File: src/rtl/plso_pkg.sv
package plso_pkg;
  // Strobes from the control to the stage datapath; at most one is high.
  typedef struct packed {
    logic load;
    logic shift;
  } stageCmd_t;
endpackage

File: src/rtl/plso_ctrl.sv
module plso_ctrl
  import plso_pkg::*;
(
  input  logic      clk,
  input  logic      rstN,
  input  logic      loadN,
  input  logic      shiftClk,
  input  logic      shiftGateN,
  output stageCmd_t cmd
);
  logic combLevel;
  logic combPrev;
  logic combRise;

  assign combLevel = shiftClk | shiftGateN;
  assign combRise  = combLevel & ~combPrev;

  always_ff @(posedge clk) begin
    if (!rstN) combPrev <= 1'b1;
    else       combPrev <= combLevel;
  end

  always_comb begin
    cmd.load  = ~loadN;
    cmd.shift = loadN & combRise;
  end

  AST_GATE_HELD_NO_SHIFT: assert property (@(posedge clk) disable iff (!rstN)
    (shiftGateN && $past(shiftGateN)) |-> !cmd.shift);
  AST_CLK_HELD_NO_SHIFT: assert property (@(posedge clk) disable iff (!rstN)
    (shiftClk && $past(shiftClk)) |-> !cmd.shift);
endmodule

File: src/rtl/plso_stages.sv
module plso_stages
  import plso_pkg::*;
#(
  parameter int WIDTH = 8
) (
  input  logic             clk,
  input  logic             rstN,
  input  stageCmd_t        cmd,
  input  logic [WIDTH-1:0] parIn,
  input  logic             serIn,
  output logic             lastStage
);
  localparam int LAST = WIDTH - 1;

  logic [WIDTH-1:0] stages;
  logic [WIDTH-1:0] stagesNext;

  for (genvar i = 0; i < WIDTH; i++) begin : g_stage
    logic feed;
    if (i == 0) begin : g_head
      assign feed = serIn;
    end else begin : g_body
      assign feed = stages[i-1];
    end
    assign stagesNext[i] = cmd.load  ? parIn[i] :
                           cmd.shift ? feed     : stages[i];
  end

  always_ff @(posedge clk) begin
    if (!rstN) stages <= '0;
    else       stages <= stagesNext;
  end

  assign lastStage = stages[LAST];

  AST_LOAD_CAPTURE: assert property (@(posedge clk) disable iff (!rstN)
    cmd.load |=> stages == $past(parIn));
  AST_SHIFT_STEP: assert property (@(posedge clk) disable iff (!rstN)
    cmd.shift |=> stages == {$past(stages[LAST-1:0]), $past(serIn)});
  AST_IDLE_HOLD: assert property (@(posedge clk) disable iff (!rstN)
    (!cmd.load && !cmd.shift) |=> $stable(stages));
  AST_CMD_EXCLUSIVE: assert property (@(posedge clk) disable iff (!rstN)
    $onehot0({cmd.load, cmd.shift}));
endmodule

File: src/rtl/plso_rule_mon.sv
module plso_rule_mon (
  input  logic clk,
  input  logic rstN,
  input  logic loadN,
  input  logic shiftClk,
  input  logic shiftGateN,
  input  logic clrFlags,
  output logic gateRiseErr,
  output logic loadRiseErr
);
  logic gatePrev;
  logic loadPrev;
  logic gateBad;
  logic loadBad;

  assign gateBad = shiftGateN & ~gatePrev & ~shiftClk;
  assign loadBad = loadN & ~loadPrev & ~shiftClk & ~shiftGateN;

  always_ff @(posedge clk) begin
    if (!rstN) begin
      gatePrev    <= 1'b1;
      loadPrev    <= 1'b1;
      gateRiseErr <= 1'b0;
      loadRiseErr <= 1'b0;
    end else begin
      gatePrev    <= shiftGateN;
      loadPrev    <= loadN;
      gateRiseErr <= (gateRiseErr & ~clrFlags) | gateBad;
      loadRiseErr <= (loadRiseErr & ~clrFlags) | loadBad;
    end
  end

  AST_GATE_ERR_STICKY: assert property (@(posedge clk) disable iff (!rstN)
    (gateRiseErr && !clrFlags) |=> gateRiseErr);
  AST_LOAD_ERR_STICKY: assert property (@(posedge clk) disable iff (!rstN)
    (loadRiseErr && !clrFlags) |=> loadRiseErr);
  AST_GATE_LEGAL_NO_FLAG: assert property (@(posedge clk) disable iff (!rstN)
    (clrFlags && shiftClk) |=> !gateRiseErr);
endmodule

File: src/rtl/plso_shifter.sv
module plso_shifter
  import plso_pkg::*;
#(
  parameter int WIDTH = 8
) (
  input  logic             clk,
  input  logic             rstN,
  input  logic             loadN,
  input  logic [WIDTH-1:0] parIn,
  input  logic             serIn,
  input  logic             shiftClk,
  input  logic             shiftGateN,
  input  logic             clrFlags,
  output logic             serOut,
  output logic             serOutN,
  output logic             gateRiseErr,
  output logic             loadRiseErr
);
  stageCmd_t cmd;
  logic      lastStage;

  plso_ctrl i_ctrl (
    .clk        (clk),
    .rstN       (rstN),
    .loadN      (loadN),
    .shiftClk   (shiftClk),
    .shiftGateN (shiftGateN),
    .cmd        (cmd)
  );

  plso_stages #(.WIDTH(WIDTH)) i_stages (
    .clk       (clk),
    .rstN      (rstN),
    .cmd       (cmd),
    .parIn     (parIn),
    .serIn     (serIn),
    .lastStage (lastStage)
  );

  plso_rule_mon i_mon (
    .clk         (clk),
    .rstN        (rstN),
    .loadN       (loadN),
    .shiftClk    (shiftClk),
    .shiftGateN  (shiftGateN),
    .clrFlags    (clrFlags),
    .gateRiseErr (gateRiseErr),
    .loadRiseErr (loadRiseErr)
  );

  assign serOut  = lastStage;
  assign serOutN = ~lastStage;

  AST_LOAD_WINS: assert property (@(posedge clk) disable iff (!rstN)
    !loadN |=> serOut == $past(parIn[WIDTH-1]));
endmodule

File: config.mk
export PLATFORM = sky130hd
export DESIGN_NAME = plso_shifter
export DESIGN_NICKNAME = d
export VERILOG_FILES = /design/src/rtl/plso_pkg.sv /design/src/rtl/plso_ctrl.sv /design/src/rtl/plso_stages.sv /design/src/rtl/plso_rule_mon.sv /design/src/rtl/plso_shifter.sv
export SDC_FILE = /design/constraint.sdc
export NUM_CORES = 1
export LEC_CHECK = 0
export ABC_AREA = 1
export CAP_MARGIN = 15
export CORE_MARGIN = 4
export CORE_UTILIZATION = 44
export DETAILED_ROUTE_END_ITERATION = 6
export GPL_TIMING_DRIVEN = 0
export MAX_ROUTING_LAYER = met4
export PLACE_DENSITY = 0.87
export SLEW_MARGIN = 10
export SYNTH_ARGS = -nofsm -noshare
export SYNTH_HDL_FRONTEND = slang
export SYNTH_SLANG_ARGS = --single-unit
File: constraint.sdc
create_clock -name clk -period 1.1 [get_ports clk]
set_clock_uncertainty 0.1 [all_clocks]
set_input_delay 0.11 -clock clk [delete_from_list [all_inputs] [get_ports clk]]
set_output_delay 0.11 -clock clk [all_outputs]
set_load 0.05 [all_outputs]
==> out/results.tsv <==
stage	metric	value	unit
timing	final hold violation count	0	
timing	RSZ-0062 raised after global routing	yes	
power_and_ir_drop	leakage	0.4462	nW
floorplanning	Die Y	45.48	µm
place	Post-DP HPWL	883.8	µm
power_and_ir_drop	peak supply drop	0.0005892	V
drt	DRC errors left	0	
final_layout	Net count, final	131	
cts	clock tree root driver cell	clkbuf_4	
worst_setup_path	Crit. End Element	output pin	
worst_setup_path	Worst Path Required	0.89	ns
synthesis	Yosys top cell area share	42.11	%
worst_hold_path	worst hold stages	3	
drt	TritonRoute pass-1 iters	4	
drt	1st-iter DRT viols	18	
worst_setup_path	cells along the critical path	clkinvlp_4, buf_8	
synthesis	Post-Syn Area per Cell	6.945	µm²
synthesis	#FFs+latches synth	13	
synthesis	Synth Instances	89	
timing	Setup Viol. Count Final	0	
global_route	Tot GR Track Use	13.08	%
place	placer congestion estimate	0.7495	
synthesis	post-synthesis cell area	618.1	µm²
floorplanning	row count	13	
floorplanning	die area	2068	µm²
drt	via density per instance	4.631	
floorplanning	I/O pin count	19	
global_route	largest net degree at the start of global routing	11	
worst_hold_path	hold crit path type	primary input to register	
synthesis	Yosys top cell by area	dfxtp_1	
timing	fin crit period	1.084	ns
final_layout	share of cells above drive strength 1	20.87	%
cts	maximum clock path buffer count	2	
worst_setup_path	crit path max-delay cell type	dfxtp_4	
synthesis	synth top area cells	dfxtp_1 42%, nand2_1 21%, nor2_1 9.7%, and2_4 4.3%, and2_1 4.0%	
run_status	status	finished, final reports clean	
power_and_ir_drop	P per Cell Area	1185	nW/µm²
place	Cell Area, Placed	829.5	µm²
timing	relative slew slack	83.04	%
cts	clock sink count	13	
worst_setup_path	delay-heaviest family, CP	flip-flops	
floorplanning	CORE AREA	1318	µm²
final_layout	FILL cells	114	
worst_setup_path	CP Buf/Inv Count	2	
worst_setup_path	Worst R2R Path Depth	7	
drt	Antenna Nets Post-Route	0	
synthesis	Synth warnings	0	
worst_setup_path	critical path arrival	0.87	ns
cts	CTS tree	built	
global_route	initial antenna violation count	0	
cts	clock buffer count from CTS	3	
worst_setup_path	startpoint types	register	
floorplanning	Initial Util	46.91	%
timing	final period utilization	98.56	%
cts	clock-pin slew on the worst setup and hold paths	0.08	ns
timing	max frequency	922.3	MHz
global_route	GRT overflow	0	
final_layout	Area Growth Syn to Fin	42.71	%
cts	cts hold-fix bufs	0	
worst_setup_path	critical path's largest stage delay	0.36	ns
final_layout	final instance area	882.1	µm²
timing	setup TNS	0	ns
timing	Final Slew Violations	0	
floorplanning	DIE WIDTH	45.48	µm
drt	total number of vias	602	
global_route	first-pass GRT wire length	1869	µm
synthesis	sequential share of the synthesized area	42.11	%
final_layout	antenna cell count	0	
flow_run	Max-Cap Viols	0	
cts	H-Tree Depth	1	
drt	DR WL/cell	9.615	µm
drt	routed wire length	1250	µm
synthesis	synth unique cells	16	
global_route	number of global-route vias before repair	479	
worst_setup_path	Worst path depth	2	
worst_setup_path	critical path class	register to output pin	
cts	clk_lat worst skew	0.27	ns
worst_setup_path	Max Fanout on Critical Path	2	
timing	Slew @ Worst Pin	0.2561	ns
synthesis	syn nets	104	
place	Port Buffers	18	
==> synthesized netlist by cell type <==
master    count
or2_2         1
and2_1        4
o21ai_2       1
nand3_1       2
o31ai_1       1
a21oi_1       2
nand2_1      35
nand3b_1      1
buf_6         2
inv_2         1
clkbuf_8      1
inv_1         5
and2_4        3
nor2_1       16
dfxtp_1      13
nand2_2       1
==> tightest hold or removal path: cells and delay by family <==
| kind | cells | cell delay, ns |
|---|---|---|
| buffers and inverters | 1 | 0.13 |
| and+or+nand+nor | 2 | 0.14 |
==> kinds of logic after synthesis <==
kind of cell	share of synthesized area (%)
AND/OR/NAND/NOR	44.13
flip-flops	42.11
buffers and inverters	9.513
AO/OA/AOI/OAI	4.252
==> metal layers <==
layer  global-route usage, %  up-vias  share of wire [%]
li1                        -      318                  -
met5                       -        -                  0
met2                   20.89       18                 49
met1                   14.63      262                 43
met3                   1.186        4                5.6
met4                   10.53        0                2.5
==> what timing repair did <==
item / 4_1_cts / 5_1_grt
pin swaps: 1 / 1
gates cloned: 0 / 0
setup endpoints to repair: 11 / 9
setup buffers: 1 / 3
resized for setup: 23 / 4
endpoints found under the hold margin: 0 / 0
==> state kept, by name (all words and copies together) (netlist names) <==
name,flops
i_mon.gateRiseErr,1
i_mon.gatePrev,1
i_ctrl.combPrev,1
i_stages.stages,8
i_mon.loadRiseErr,1
i_mon.loadPrev,1
==> stage by stage <==
stage | instances | hold slack (ns) | power, mW | worst slack, ns | utilization [%]
3_3_place_gp | 122 | 0.3014 | 0.7450 | -0.3046 | 62.96
3_5_place_dp | 122 | 0.3157 | 0.7505 | -0.3289 | 62.96
2_1_floorplan | 89 | 0.1005 | 0.6627 | -0.03948 | -
5_1_grt | 130 | 0.06942 | 1.087 | -0.005739 | 66.95
6_report | 130 | 0.03578 | 1.045 | 0.01579 | 66.95
4_1_cts | 127 | 0.2554 | 1.031 | 0.00001260 | 64.39
==> placed cells by master (no fill, tap or decap), drive strengths merged <==
master | netlist | layout
nand2 | 36 | 36
nor2 | 16 | 16
dfxtp | 13 | 13
clkdlybuf4s50 | 0 | 11
buf | 2 | 9
and2 | 7 | 7
clkbuf | 1 | 6
inv | 6 | 5
a21oi | 2 | 2
dlymetal6s2s | 0 | 2
nand3 | 2 | 2
clkinvlp | 0 | 1
o21ai | 1 | 1
nand3b | 1 | 1
o31ai | 1 | 1
or2 | 1 | 1
dlygate4sd2 | 0 | 1
==> area by class of cell <==
cell class,count,area (µm²),share of cell area (%)
repair buffers,22,206.4,23.40
clock buffers,4,26.28,2.979
inverters,6,26.28,2.979
well taps,15,18.77,2.128
plain buffers,3,36.28,4.113
multi-input cells,67,304.0,34.47
flip-flops and latches,13,264.0,29.93
==> path summary, 6_finish.rpt <==
kind | from | to | slack, ns
max | i_stages.stages[7] | serOutN | 0.02
min | shiftClk | i_ctrl.combPrev | 0.04
max reg2reg | i_ctrl.combPrev | i_stages.stages[3] | 0.07
min reg2reg | i_mon.loadPrev | i_mon.loadRiseErr | 0.32
==> power by group <==
part	switching, mW	leakage, nW	total, mW	internal (mW)
clock network	0.153	0.0150	0.293	0.140
registers	0.0141	0.108	0.514	0.500
logic	0.113	0.323	0.238	0.125
Note: power is estimated with default switching activity, not from simulation.
